**config.mk**
```make
export PLATFORM = sky130hd
export DESIGN_NAME = i2s_rx_auto
export DESIGN_NICKNAME = d
export VERILOG_FILES = /design/src/rtl/i2s_rx_auto.sv
export SDC_FILE = /design/constraint.sdc
export NUM_CORES = 1
export LEC_CHECK = 0
export BUFFER_PORTS_ARGS = -buffer_cell sky130_fd_sc_hd__buf_2
export CORE_MARGIN = 4
export CORE_UTILIZATION = 42
export DETAILED_ROUTE_END_ITERATION = 16
export PLACE_DENSITY = 0.57
export SETUP_SLACK_MARGIN = 0.2
export SYNTH_ARGS = -nofsm -noshare
export SYNTH_HDL_FRONTEND = slang
export SYNTH_SLANG_ARGS = --single-unit
```
**constraint.sdc**
```tcl
create_clock -name clk -period 2.8 [get_ports clk]
set_input_delay 0.7 -clock clk [delete_from_list [all_inputs] [get_ports clk]]
set_output_delay 0.7 -clock clk [all_outputs]
set_load 0.02 [all_outputs]
```
**src/rtl/i2s_rx_auto.sv**
```systemverilog
module i2s_rx_auto #(
  parameter int DW = 24,
  parameter int CW = 8
) (
  input  logic          clk,
  input  logic          rst_n,
  input  logic          sck_i,
  input  logic          ws_i,
  input  logic          sd_i,
  output logic [DW-1:0] left_o,
  output logic [DW-1:0] right_o,
  output logic          valid_o,
  output logic [1:0]    ratio_o,
  output logic          frame_err_o
);
  localparam logic [CW-1:0] LEN32 = CW'(32);
  localparam logic [CW-1:0] LEN48 = CW'(48);
  localparam logic [CW-1:0] LEN64 = CW'(64);
  localparam logic [CW-1:0] CMAX  = '1;

  logic [2:0] sck_s;
  logic [1:0] ws_s, sd_s;
  logic primed, framed, ws_prev, pend;
  logic [CW-1:0] bcnt, fcnt, plen;
  logic [DW-1:0] sh_l, sh_r;

  wire rise   = sck_s[1] & ~sck_s[2];
  wire ws     = ws_s[1];
  wire sd     = sd_s[1];
  wire change = ws != ws_prev;
  wire f_end  = primed && change && !ws;
  wire [CW-1:0] bnext = (bcnt == CMAX) ? bcnt : bcnt + 1'b1;
  wire [CW-1:0] fnext = (fcnt == CMAX) ? fcnt : fcnt + 1'b1;

  always_ff @(posedge clk) begin
    if (!rst_n) begin
      sck_s <= '0;
      ws_s  <= '0;
      sd_s  <= '0;
    end else begin
      sck_s <= {sck_s[1:0], sck_i};
      ws_s  <= {ws_s[0], ws_i};
      sd_s  <= {sd_s[0], sd_i};
    end
  end

  always_ff @(posedge clk) begin
    if (!rst_n) begin
      primed  <= 1'b0;
      framed  <= 1'b0;
      ws_prev <= 1'b0;
      pend    <= 1'b0;
      bcnt    <= CMAX;
      fcnt    <= '0;
      plen    <= '0;
      sh_l    <= '0;
      sh_r    <= '0;
    end else begin
      pend <= 1'b0;
      if (rise) begin
        ws_prev <= ws;
        if (!primed) begin
          primed <= 1'b1;
          bcnt   <= CMAX;
        end else begin
          if (bcnt < CW'(DW)) begin
            if (!ws_prev) begin
              if (bcnt == '0) sh_l <= {sd, {(DW-1){1'b0}}};
              else            sh_l[DW-1-int'(bcnt)] <= sd;
            end else begin
              if (bcnt == '0) sh_r <= {sd, {(DW-1){1'b0}}};
              else            sh_r[DW-1-int'(bcnt)] <= sd;
            end
          end
          bcnt <= change ? '0 : bnext;
          if (f_end) begin
            framed <= 1'b1;
            pend   <= framed;
            plen   <= fnext;
            fcnt   <= '0;
          end else begin
            fcnt <= fnext;
          end
        end
      end
    end
  end

  always_ff @(posedge clk) begin
    if (!rst_n) begin
      left_o      <= '0;
      right_o     <= '0;
      valid_o     <= 1'b0;
      ratio_o     <= 2'b00;
      frame_err_o <= 1'b0;
    end else begin
      valid_o <= 1'b0;
      if (pend) begin
        if (plen == LEN32 || plen == LEN48 || plen == LEN64) begin
          left_o  <= sh_l;
          right_o <= sh_r;
          valid_o <= 1'b1;
          ratio_o <= (plen == LEN32) ? 2'b01 : (plen == LEN48) ? 2'b10 : 2'b11;
        end else begin
          frame_err_o <= 1'b1;
        end
      end
    end
  end
endmodule

```
; ---- Word level (Yosys, flattened, before mapping)
; Index checks and enable logic that the tools add are counted.
[word_totals]
regBits = 135
latch_bits = 0
ramBits = 0
mem_bits_ro = 0
inputBits = 5
output_inout_bits = 52
elab_cells = 64
n_memories = 0
[op_classes]
add_sub_neg = 3
n_mul = 0
div = 0
order_cmp = 3
n_eq_ne = 7
shift = 0
mux = 14
bitwise_logic = 4
reduce_logical = 16
[ops]
columns = cell, n
row1 = 24-bit bitwise mux, 2
row2 = 24-bit 2-to-1 mux, 2
row3 = 8-bit 2-to-1 mux, 5
row4 = "8-bit by 1-bit adder with 8-bit output, second input constant", 2
row5 = "8-bit by 6-bit equality test with 1-bit output, second input constant", 2
row6 = "8-bit equality test, second input constant", 2
row7 = 4-bit AND reduction, 3
row8 = 2-bit AND reduction, 5
row9 = "9-bit by 1-bit >= comparator with 1-bit output, second input constant", 1
row10 = "9-bit by 7-bit less-than comparator with 1-bit output, second input constant", 1
row11 = "5-bit by 8-bit subtractor with 9-bit output, first input constant", 1
row12 = "8-bit by 7-bit equality test with 1-bit output, second input constant", 1
row13 = 8-bit zero test, 1
row14 = "8-bit by 5-bit less-than comparator with 1-bit output, second input constant", 1
row15 = 1-bit demux with 5-bit select, 1
row16 = 1-bit logical AND, 3
row17 = 1-bit 2-to-1 mux, 3
row18 = "3-bit inequality test, second input constant", 1
row19 = 1-bit NOT, 3
row20 = 3-bit AND reduction, 1
row21 = 1-bit logical OR, 2
row22 = 2-bit 2-to-1 mux, 1
row23 = 1-bit AND, 1
row24 = 1-bit zero test, 1
row25 = 1-bit inequality test, 1

; ---- Depth between registers and ports, before layout
; Gate-level depths: netlist of run 1.
[depth]
depth_word = 7
mapped_depth = 7
ltp_nobuf = 6

; ---- Worst setup path after synthesis of run 1
; Ideal clock, no wire load.
[synth_path]
path_kind = reg-to-reg
from = register bcnt[0]
to = register sh_l[11]
setup_ns = 0.117
arrival_time_ns = 1.786
required_time_ns = 2.683
path_slack_ns = 0.897
path_stages_with_launch = 8
n_path_buf = 1
period_less_slack_ns = 1.903
cell_sequence = dfxtp_1 -> inv_1 -> ha_1 -> or4b_1 -> clkbuf_1 -> nor4_1 -> nand2_1 -> a32o_1
[synth_between]
elab_chain_len = 7
elab_cells_between_ends = 11
classes_between = 1 x add/sub / 3 x order compare / 4 x mux / 3 x reduce/logical
[synth_lines]
columns = element, line
row1 = start: declaration, 24  ; logic [CW-1:0] bcnt, fcnt, plen;
row2 = start signal: assignment, 75  ; bcnt <= change ? '0 : bnext;
row3 = 5-bit by 8-bit subtractor with 9-bit output, 69  ; else sh_l[DW-1-int'(bcnt)] <= sd;
row4 = 9-bit by 1-bit >= comparator with 1-bit output (implied by the code) / 9-bit by 7-bit less-than comparator with 1-bit output (equally long branches), 69
row5 = 1-bit logical AND (implied by the code), 69
row6 = 1-bit 2-to-1 mux (implied by the code), 69
row7 = 1-bit demux with 5-bit select, 69
row8 = 24-bit bitwise mux, 69
row9 = 24-bit 2-to-1 mux, 68  ; if (bcnt == '0) sh_l <= {sd, {(DW-1){1'b0}}};
row10 = end signal: assignment, 68
row11 = end: declaration, 25  ; logic [DW-1:0] sh_l, sh_r;
; Parallel ways exist; a longest one is shown, timed or not.
; A chain may end at the register's enable or synchronous reset.

; ---- Worst setup path in the final report of run 1
; Ends and elaborated chain as after synthesis.

==> results of run 1 <==
[worst reg2reg max path, stage by stage (launching register included)]
cell,delay [ns]
sky130_fd_sc_hd__dfxtp_1,0.35
sky130_fd_sc_hd__inv_1,0.11
sky130_fd_sc_hd__ha_1,0.44
sky130_fd_sc_hd__or4b_1,0.59
sky130_fd_sc_hd__nor4_1,0.41
sky130_fd_sc_hd__nand2_1,0.12
sky130_fd_sc_hd__a32o_1,0.29
[per-layer routing]
metal / GRT usage, % / share of wire (%)
met1: 29.63 / 52
met4: 7.760 / 1.7
met2: 27.09 / 41
met3: 4.884 / 5.6
met5: 0 / 0
[sequential cells by signal (all words and copies together) (netlist names)]
register / count
sh_r: 24
plen: 8
frame_err_o: 1
primed: 1
left_o: 24
ws_s: 2
sh_l: 24
sck_s: 3
fcnt: 8
bcnt: 8
pend: 1
framed: 1
sd_s: 2
ratio_o: 2
right_o: 24
ws_prev: 1
valid_o: 1
[worst max-delay path by stage]
stage	depth (start not counted)	to
6_report	6	sh_l[11]$_SDFFE_PN0P_
5_1_grt	6	sh_l[11]$_SDFFE_PN0P_
4_1_cts	6	sh_l[11]$_SDFFE_PN0P_
3_5_place_dp	6	sh_l[11]$_SDFFE_PN0P_
3_3_place_gp	6	sh_r[11]$_SDFFE_PN0P_
2_1_floorplan	7	sh_l[11]$_SDFFE_PN0P_
[cell families after synthesis]
group,after synthesis,share of synthesized area (%)
AOI/OAI and AO/OA,196,21.74
xor gates and xnor gates,5,0.7424
adders and majority gates,5,1.060
buffers and inverters,69,5.302
DFF,135,45.81
muxes,5,0.8484
and+or+nand+nor,305,24.50
[metrics by stage]
step	hold WS, ns	cells	area, µm²	power, W	utilization [%]
after global placement	0.4173	913	6257	0.002073	45.25
after CTS	0.4350	944	6865	0.004386	49.65
after floorplan	0.4119	720	5899	0.002048	-
after global routing	0.4550	944	6865	0.004496	49.65
final	0.4336	944	6865	0.004352	49.65
after detailed placement	0.4223	913	6257	0.002074	45.25
[cells in the mapped netlist (all sizes together), types with 3 or more instances]
| library cell | count | area share, % |
|---|---|---|
| o211ai | 11 | 1.4 |
| nor4 | 6 | 0.74 |
| a31oi | 5 | 0.53 |
| nor3b | 4 | 0.78 |
| nand2b | 12 | 1.3 |
| or3 | 6 | 0.64 |
| nor2b | 5 | 0.53 |
| dfxtp | 135 | 46 |
| and2 | 9 | 0.95 |
| buf | 18 | 2.1 |
| or2 | 4 | 0.42 |
| a32o | 23 | 3.9 |
| ha | 5 | 1.1 |
| o31ai | 6 | 0.76 |
| o22ai | 11 | 1.2 |
| mux2i | 5 | 0.85 |
| o32ai | 5 | 0.74 |
| nand2 | 166 | 11 |
| inv | 10 | 0.64 |
| xor2 | 3 | 0.45 |
| nor2 | 30 | 1.9 |
| clkbuf | 41 | 2.6 |
| nand4 | 7 | 0.74 |
| or4 | 4 | 0.51 |
| a211oi | 7 | 0.98 |
| nand3 | 22 | 1.9 |
| nor3 | 9 | 0.76 |
| a21oi | 78 | 6.6 |
| o21ai | 27 | 2.3 |
| o311ai | 9 | 1.3 |
| and3 | 10 | 1.1 |
[final cells by class]
type	instances	area, µm²	area share [%]
Multi-Input combinational cell	516	2892	42.12
Sequential cell	135	2703	39.37
Clock buffer	24	491.7	7.162
Timing Repair Buffer	72	400.4	5.832
Tap cell	180	225.2	3.280
Clock inverter	7	116.4	1.695
Inverter	10	37.54	0.5467
[power by group through the flow]
stage	Combinational [W]	Sequential (W)	Clock, W
2_1_floorplan	0.0000706	0.00198	0
3_3_place_gp	0.0000939	0.00198	0
3_5_place_dp	0.0000946	0.00198	0
4_1_cts	0.0000950	0.00194	0.00235
5_1_grt	0.000107	0.00194	0.00245
6_report	0.0000959	0.00194	0.00232
==> results.txt, run 1 <==
----------------------------------------------------
[Setup path]
  CP Capture Type ... register
  CP delay by family, top ... simple AND/OR/NAND/NOR gates
  Largest stage delay on the critical path ... 0.59 ns
  Worst R2R Start ... bcnt[0]$_SDFFE_PN1P_
  Required time at the endpoint of the critical path ... 3.11 ns
  Worst reg2reg path depth ... 6
  CP arrival ... 2.73 ns
  Biggest fanout along the worst timing path ... 12
  Startpoint type of the worst setup path ... register
  Critical path's slowest cell ... sky130_fd_sc_hd__or4b_1
  Reg-to-reg critical path endpoint ... sh_l[11]$_SDFFE_PN0P_
  Crit path buf inv count ... 1
  Crit path cell chain ... inv_1 > ha_1 > or4b_1 > nor4_1 > nand2_1 > a32o_1
  Type of the setup path with the least slack ... reg2reg
  Reg2reg setup slack ... 0.38 ns
  Startpoint of the most critical setup path ... bcnt[0]$_SDFFE_PN1P_

[Yosys]
  Number of synthesized flops with an enable pin ... 0
  Post-synth ARST share ... 0%
  Post-synth cell types ... 60
  Syn_nets ... 730
  Sequential fraction of the synthesis area ... 45.81%
  Count of mapped cells out of synthesis ... 720
  Average size of a mapped cell ... 8.194 µm²
  Count of synthesis-stage warnings from yosys ... 0
  Main synth FF type ... sky130_fd_sc_hd__dfxtp_1
  Area of the mapped netlist ... 0.005899 mm²
  Number of synthesized register bits ... 135

[Clock network]
  Insertion delay to the later sink of the worst-skew pair ... 0.42 ns
  TritonCTS clock tree ... built
  Setup bufs post-CTS ... 0
  Post-CTS Hold Buffers ... 0
  Number of H-tree levels ... 4
  Clk buf depth ... 2
  CTS resizes ... 0
  Number of buffers created by CTS ... 17
  Clock input transition at the sequential cells of the worst setup and hold paths ... 0.06 ns
  CTS root buffer ... sky130_fd_sc_hd__clkbuf_16
  TritonCTS Sinks ... 135

[Drt]
  First-pass detailed-route iteration total ... 7
  DRC violation total after the first TritonRoute iteration ... 365
  Vias post-DR ... 5354
  Via-to-Cell Ratio ... 5.672
  Remaining antenna violation count ... 0
  Average wire length per cell after detail routing ... 16.56 µm
  Drt total wl ... 15630 µm
  DRC Markers ... 0

[STA]
  Timing-limited maximum frequency ... 0.4138 GHz
  Shortest period the worst path allows ... 2.417 ns
  Final setup violation count ... 0
  Worst clock skew ... 0.009463 ns
  Final hold violation count ... 0
  Max transition margin ... 48.48%
  Unrepaired setup endpoints after global routing ... false
  Slew Limit Fails ... 0
  Final clock period utilization by the worst path ... 86.31%
  Smallest setup slack after layout ... 0.3833 ns
  Worst Tran Pin Value ... 0.7728 ns
  Sum of negative setup slack ... 0 ns

[Placed design]
  IO Port Bufs ... 56
  Final HPWL DP ... 10620 µm
  Minimum setup slack after placement ... 0.4250 ns
  Final weighted congestion in routability-driven placement ... 0.8641

[Power]
  Relative contribution of sequential cells to total power ... 44.5%
  Sw power ... 0.0009051 W
  Proportion of total power due to net switching ... 20.80%
  Leakage power of the design ... 2.475 nW
  Clock share of power ... 53.3%
  Combinational fraction of design power ... 2.2%
  Worst ir drop on vdd ... 393.6 µV
  Cell internal pwr ... 0.003447 W
  Power density cells ... 633.9 mW/mm²

[Floorplan]
  Initial cell density of the core ... 42.67%
  Overall die area ... 0.01601 mm²
  Core box area ... 0.01383 mm²
  Die height ... 126.5 µm
  Placement Rows ... 43
  Number of top-level pins ... 57
  Die extent in x ... 126.5 µm

[Layout]
  Commonest non-fill, non-tap cells in the layout ... sky130_fd_sc_hd__nand2_1 (166), sky130_fd_sc_hd__dfxtp_1 (135), sky130_fd_sc_hd__a21oi_1 (78), sky130_fd_sc_hd__buf_2 (56), sky130_fd_sc_hd__nor2_1 (30)
  Count of nets after finishing ... 762
  Filler instances ... 1371
  Fraction of layout cells with a size suffix above 1 ... 14.53%
  Layout overhead on the synthesized area ... 16.37%
  Most frequent standard cell in the layout excluding fill and tap cells ... sky130_fd_sc_hd__nand2_1
  Number of inserted diodes ... 0

[GRT]
  Initial antenna violation count ... 0
  GR Overflow Total ... 0
  Wire length of the first global-routing pass ... 25840 µm
  Number of global-route vias before repair ... 4959
  Largest net degree at the start of global routing ... 72
  Tot GR Track Use ... 19.78%

[Outcome]
  Status ... finished, final reports clean

[Job]
  Max-cap check violation count ... 0

[Min path]
  Tightest Hold Check Type ... reg2reg
  Worst hold path startpoint ... ws_s[0]$_SDFF_PN0_
  Number of cells on the worst hold path ... 1
  Endpoint of the worst hold path ... ws_s[1]$_SDFF_PN0_

----------------------------------------------------
(Power assumes the default switching activity.)
==> inputs of run 2 (changes only) <==
--- a/config.mk
+++ b/config.mk
@@ -9,7 +9,6 @@
 export CORE_MARGIN = 4
 export CORE_UTILIZATION = 42
 export DETAILED_ROUTE_END_ITERATION = 16
-export PLACE_DENSITY = 0.57
 export SETUP_SLACK_MARGIN = 0.2
 export SYNTH_ARGS = -nofsm -noshare
 export SYNTH_HDL_FRONTEND = slang
==> results.txt, run 2 (synthesis gave the netlist of run 1 again) <==
----------------------------------------------------
[Min path]
  Tightest Hold Check Type ... reg2reg

[Power]
  Leakage power of the design ... 2.463 nW (-0.49%)
  Power after layout ... 0.004312 W (-0.91%)
  Worst ir drop on vdd ... 374.7 µV (-4.8%)
  Power density cells ... 628.3 mW/mm² (-0.89%)

[Clock network]
  Number of H-tree levels ... 4 (unchanged)
  CTS root buffer ... sky130_fd_sc_hd__clkbuf_16
  TritonCTS Sinks ... 135 (unchanged)
  Number of buffers created by CTS ... 17 (unchanged)
  Insertion delay to the later sink of the worst-skew pair ... 0.42 ns (about the same)
  TritonCTS clock tree ... built
  Clock input transition at the sequential cells of the worst setup and hold paths ... 0.06 ns (about the same)
  Setup bufs post-CTS ... 0 (unchanged)
  Clk buf depth ... 2 (unchanged)

[Layout]
  Count of nets after finishing ... 762 (unchanged)
  Layout overhead on the synthesized area ... 16.35% (about the same)
  Most frequent standard cell in the layout excluding fill and tap cells ... sky130_fd_sc_hd__nand2_1
  Fraction of layout cells with a size suffix above 1 ... 14.79% (+0.26 points)
  Number of inserted diodes ... 0 (unchanged)
  Filler instances ... 1325 (-3.4%)
  Commonest non-fill, non-tap cells in the layout ... sky130_fd_sc_hd__nand2_1 (166), sky130_fd_sc_hd__dfxtp_1 (135), sky130_fd_sc_hd__a21oi_1 (78), sky130_fd_sc_hd__buf_2 (56), sky130_fd_sc_hd__nor2_1 (30)

[Setup path]
  Critical path's slowest cell ... sky130_fd_sc_hd__or4b_1
  Largest stage delay on the critical path ... 0.59 ns (about the same)
  CP Capture Type ... register
  Crit path cell chain ... inv_1 > ha_1 > or4b_1 > nor4_1 > nand2_1 > a32o_1
  Startpoint type of the worst setup path ... register
  Required time at the endpoint of the critical path ... 3.12 ns (about the same)
  Type of the setup path with the least slack ... reg2reg
  Biggest fanout along the worst timing path ... 12 (unchanged)
  CP arrival ... 2.71 ns (-0.02 ns)

[Drt]
  Via-to-Cell Ratio ... 5.621 (-0.90%)
  DRC violation total after the first TritonRoute iteration ... 475 (+30%)
  Vias post-DR ... 5306 (-0.90%)
  DRC Markers ... 0 (unchanged)
  First-pass detailed-route iteration total ... 6 (-1)
  Average wire length per cell after detail routing ... 16.41 µm (-0.92%)
  Drt total wl ... 15490 µm (-0.92%)
  Remaining antenna violation count ... 0 (unchanged)

[GRT]
  Tot GR Track Use ... 19.81% (+0.025 points)
  Wire length of the first global-routing pass ... 25890 µm (+0.19%)
  Number of global-route vias before repair ... 4920 (-0.79%)
  GR Overflow Total ... 0 (unchanged)
  Largest net degree at the start of global routing ... 50 (-31%)
  Initial antenna violation count ... 0 (unchanged)

[STA]
  Final clock period utilization by the worst path ... 85.50% (-0.82 points)
  Unrepaired setup endpoints after global routing ... false
  Shortest period the worst path allows ... 2.394 ns (-0.02284 ns)
  Min Hold Slack ... 0.4316 ns (-0.002000 ns)
  Max transition margin ... 55.99% (+7.5 points)
  Final setup violation count ... 0 (unchanged)
  Timing-limited maximum frequency ... 0.4177 GHz (+0.95%)
  Worst Tran Pin Value ... 0.6577 ns (-0.1152 ns)
  Sum of negative setup slack ... 0 ns (unchanged)
  Slew Limit Fails ... 0 (unchanged)
  Worst clock skew ... 0.007592 ns (-0.001871 ns)
  Final hold violation count ... 0 (unchanged)

[Floorplan]
  Placement Rows ... 43 (unchanged)
  Core box area ... 0.01383 mm² (unchanged)
  Initial cell density of the core ... 42.67% (unchanged)
  Die extent in x ... 126.5 µm (unchanged)
  Number of top-level pins ... 57 (unchanged)
  Die height ... 126.5 µm (unchanged)
  Overall die area ... 0.01601 mm² (unchanged)

[Placed design]
  Final HPWL DP ... 10780 µm (+1.6%)
  IO Port Bufs ... 56 (unchanged)
  Final weighted congestion in routability-driven placement ... 0.8952 (+3.6%)

[Outcome]
  Status ... finished, final reports clean

[Job]
  Max-cap check violation count ... 0 (unchanged)

----------------------------------------------------
-- run 2: worst paths after layout --
path	from	end	slack, ns	cells after the start
worst max-delay path	bcnt[0]$_SDFFE_PN1P_	sh_l[11]$_SDFFE_PN0P_	0.41	6
worst min-delay path	sck_s[0]$_SDFF_PN0_	sck_s[1]$_SDFF_PN0_	0.43	1
worst max register to register	bcnt[0]$_SDFFE_PN1P_	sh_l[11]$_SDFFE_PN0P_	0.41	6
worst min register to register	sck_s[0]$_SDFF_PN0_	sck_s[1]$_SDFF_PN0_	0.43	1
-- run 2: critical path: cells and delay by family (launching register included) --
| family | cells | cell delay, ns |
|---|---|---|
| AOI/OAI and AO/OA | 1 | 0.28 |
| buffers and inverters | 1 | 0.11 |
| adders and majority gates | 1 | 0.45 |
| DFF | 1 | 0.36 |
| and+or+nand+nor | 3 | 1.09 |
-- run 2: stage by stage --
step / worst slack, ns / cells / utilization (%) / instance area [µm²]
finish: 0.4061 / 944 / 49.64 / 6864
floorplan: 0.8970 / 720 / - / 5899
global placement: 0.4669 / 913 / 45.25 / 6257
CTS: 0.3779 / 944 / 49.62 / 6862
global route: 0.2110 / 944 / 49.64 / 6864
detailed placement: 0.3764 / 913 / 45.25 / 6257
-- run 2: what timing repair did --
item                                    in CTS  in global routing
endpoints found under the setup margin       0                  4
hold buffers                                 0                  0
resized for setup                            0                  2
-- run 2: power breakdown --
| group | total [W] | switching [W] | internal [W] |
|---|---|---|---|
| registers | 0.00194 | 0.00000935 | 0.00193 |
| clock network | 0.00228 | 0.000836 | 0.00144 |
| logic | 0.0000964 | 0.0000682 | 0.0000283 |
-- run 2: layout make-up --
class	count	area, µm²	area share, %
multi-input combinational	516	2894	42.16
sequential	135	2703	39.37
clock buffer	20	456.7	6.653
timing repair buffer	72	400.4	5.833
tap	180	225.2	3.281
clock inverter	11	147.6	2.151
inverter	10	37.54	0.5468
-- run 2: routing by layer --
metal	vias up	wire (µm)	GRT usage, %
li1	2621	-	-
met1	2490	7833	29.22
met2	177	6510	28.18
met3	18	905	4.674
met4	0	239	6.940
met5	-	0	0
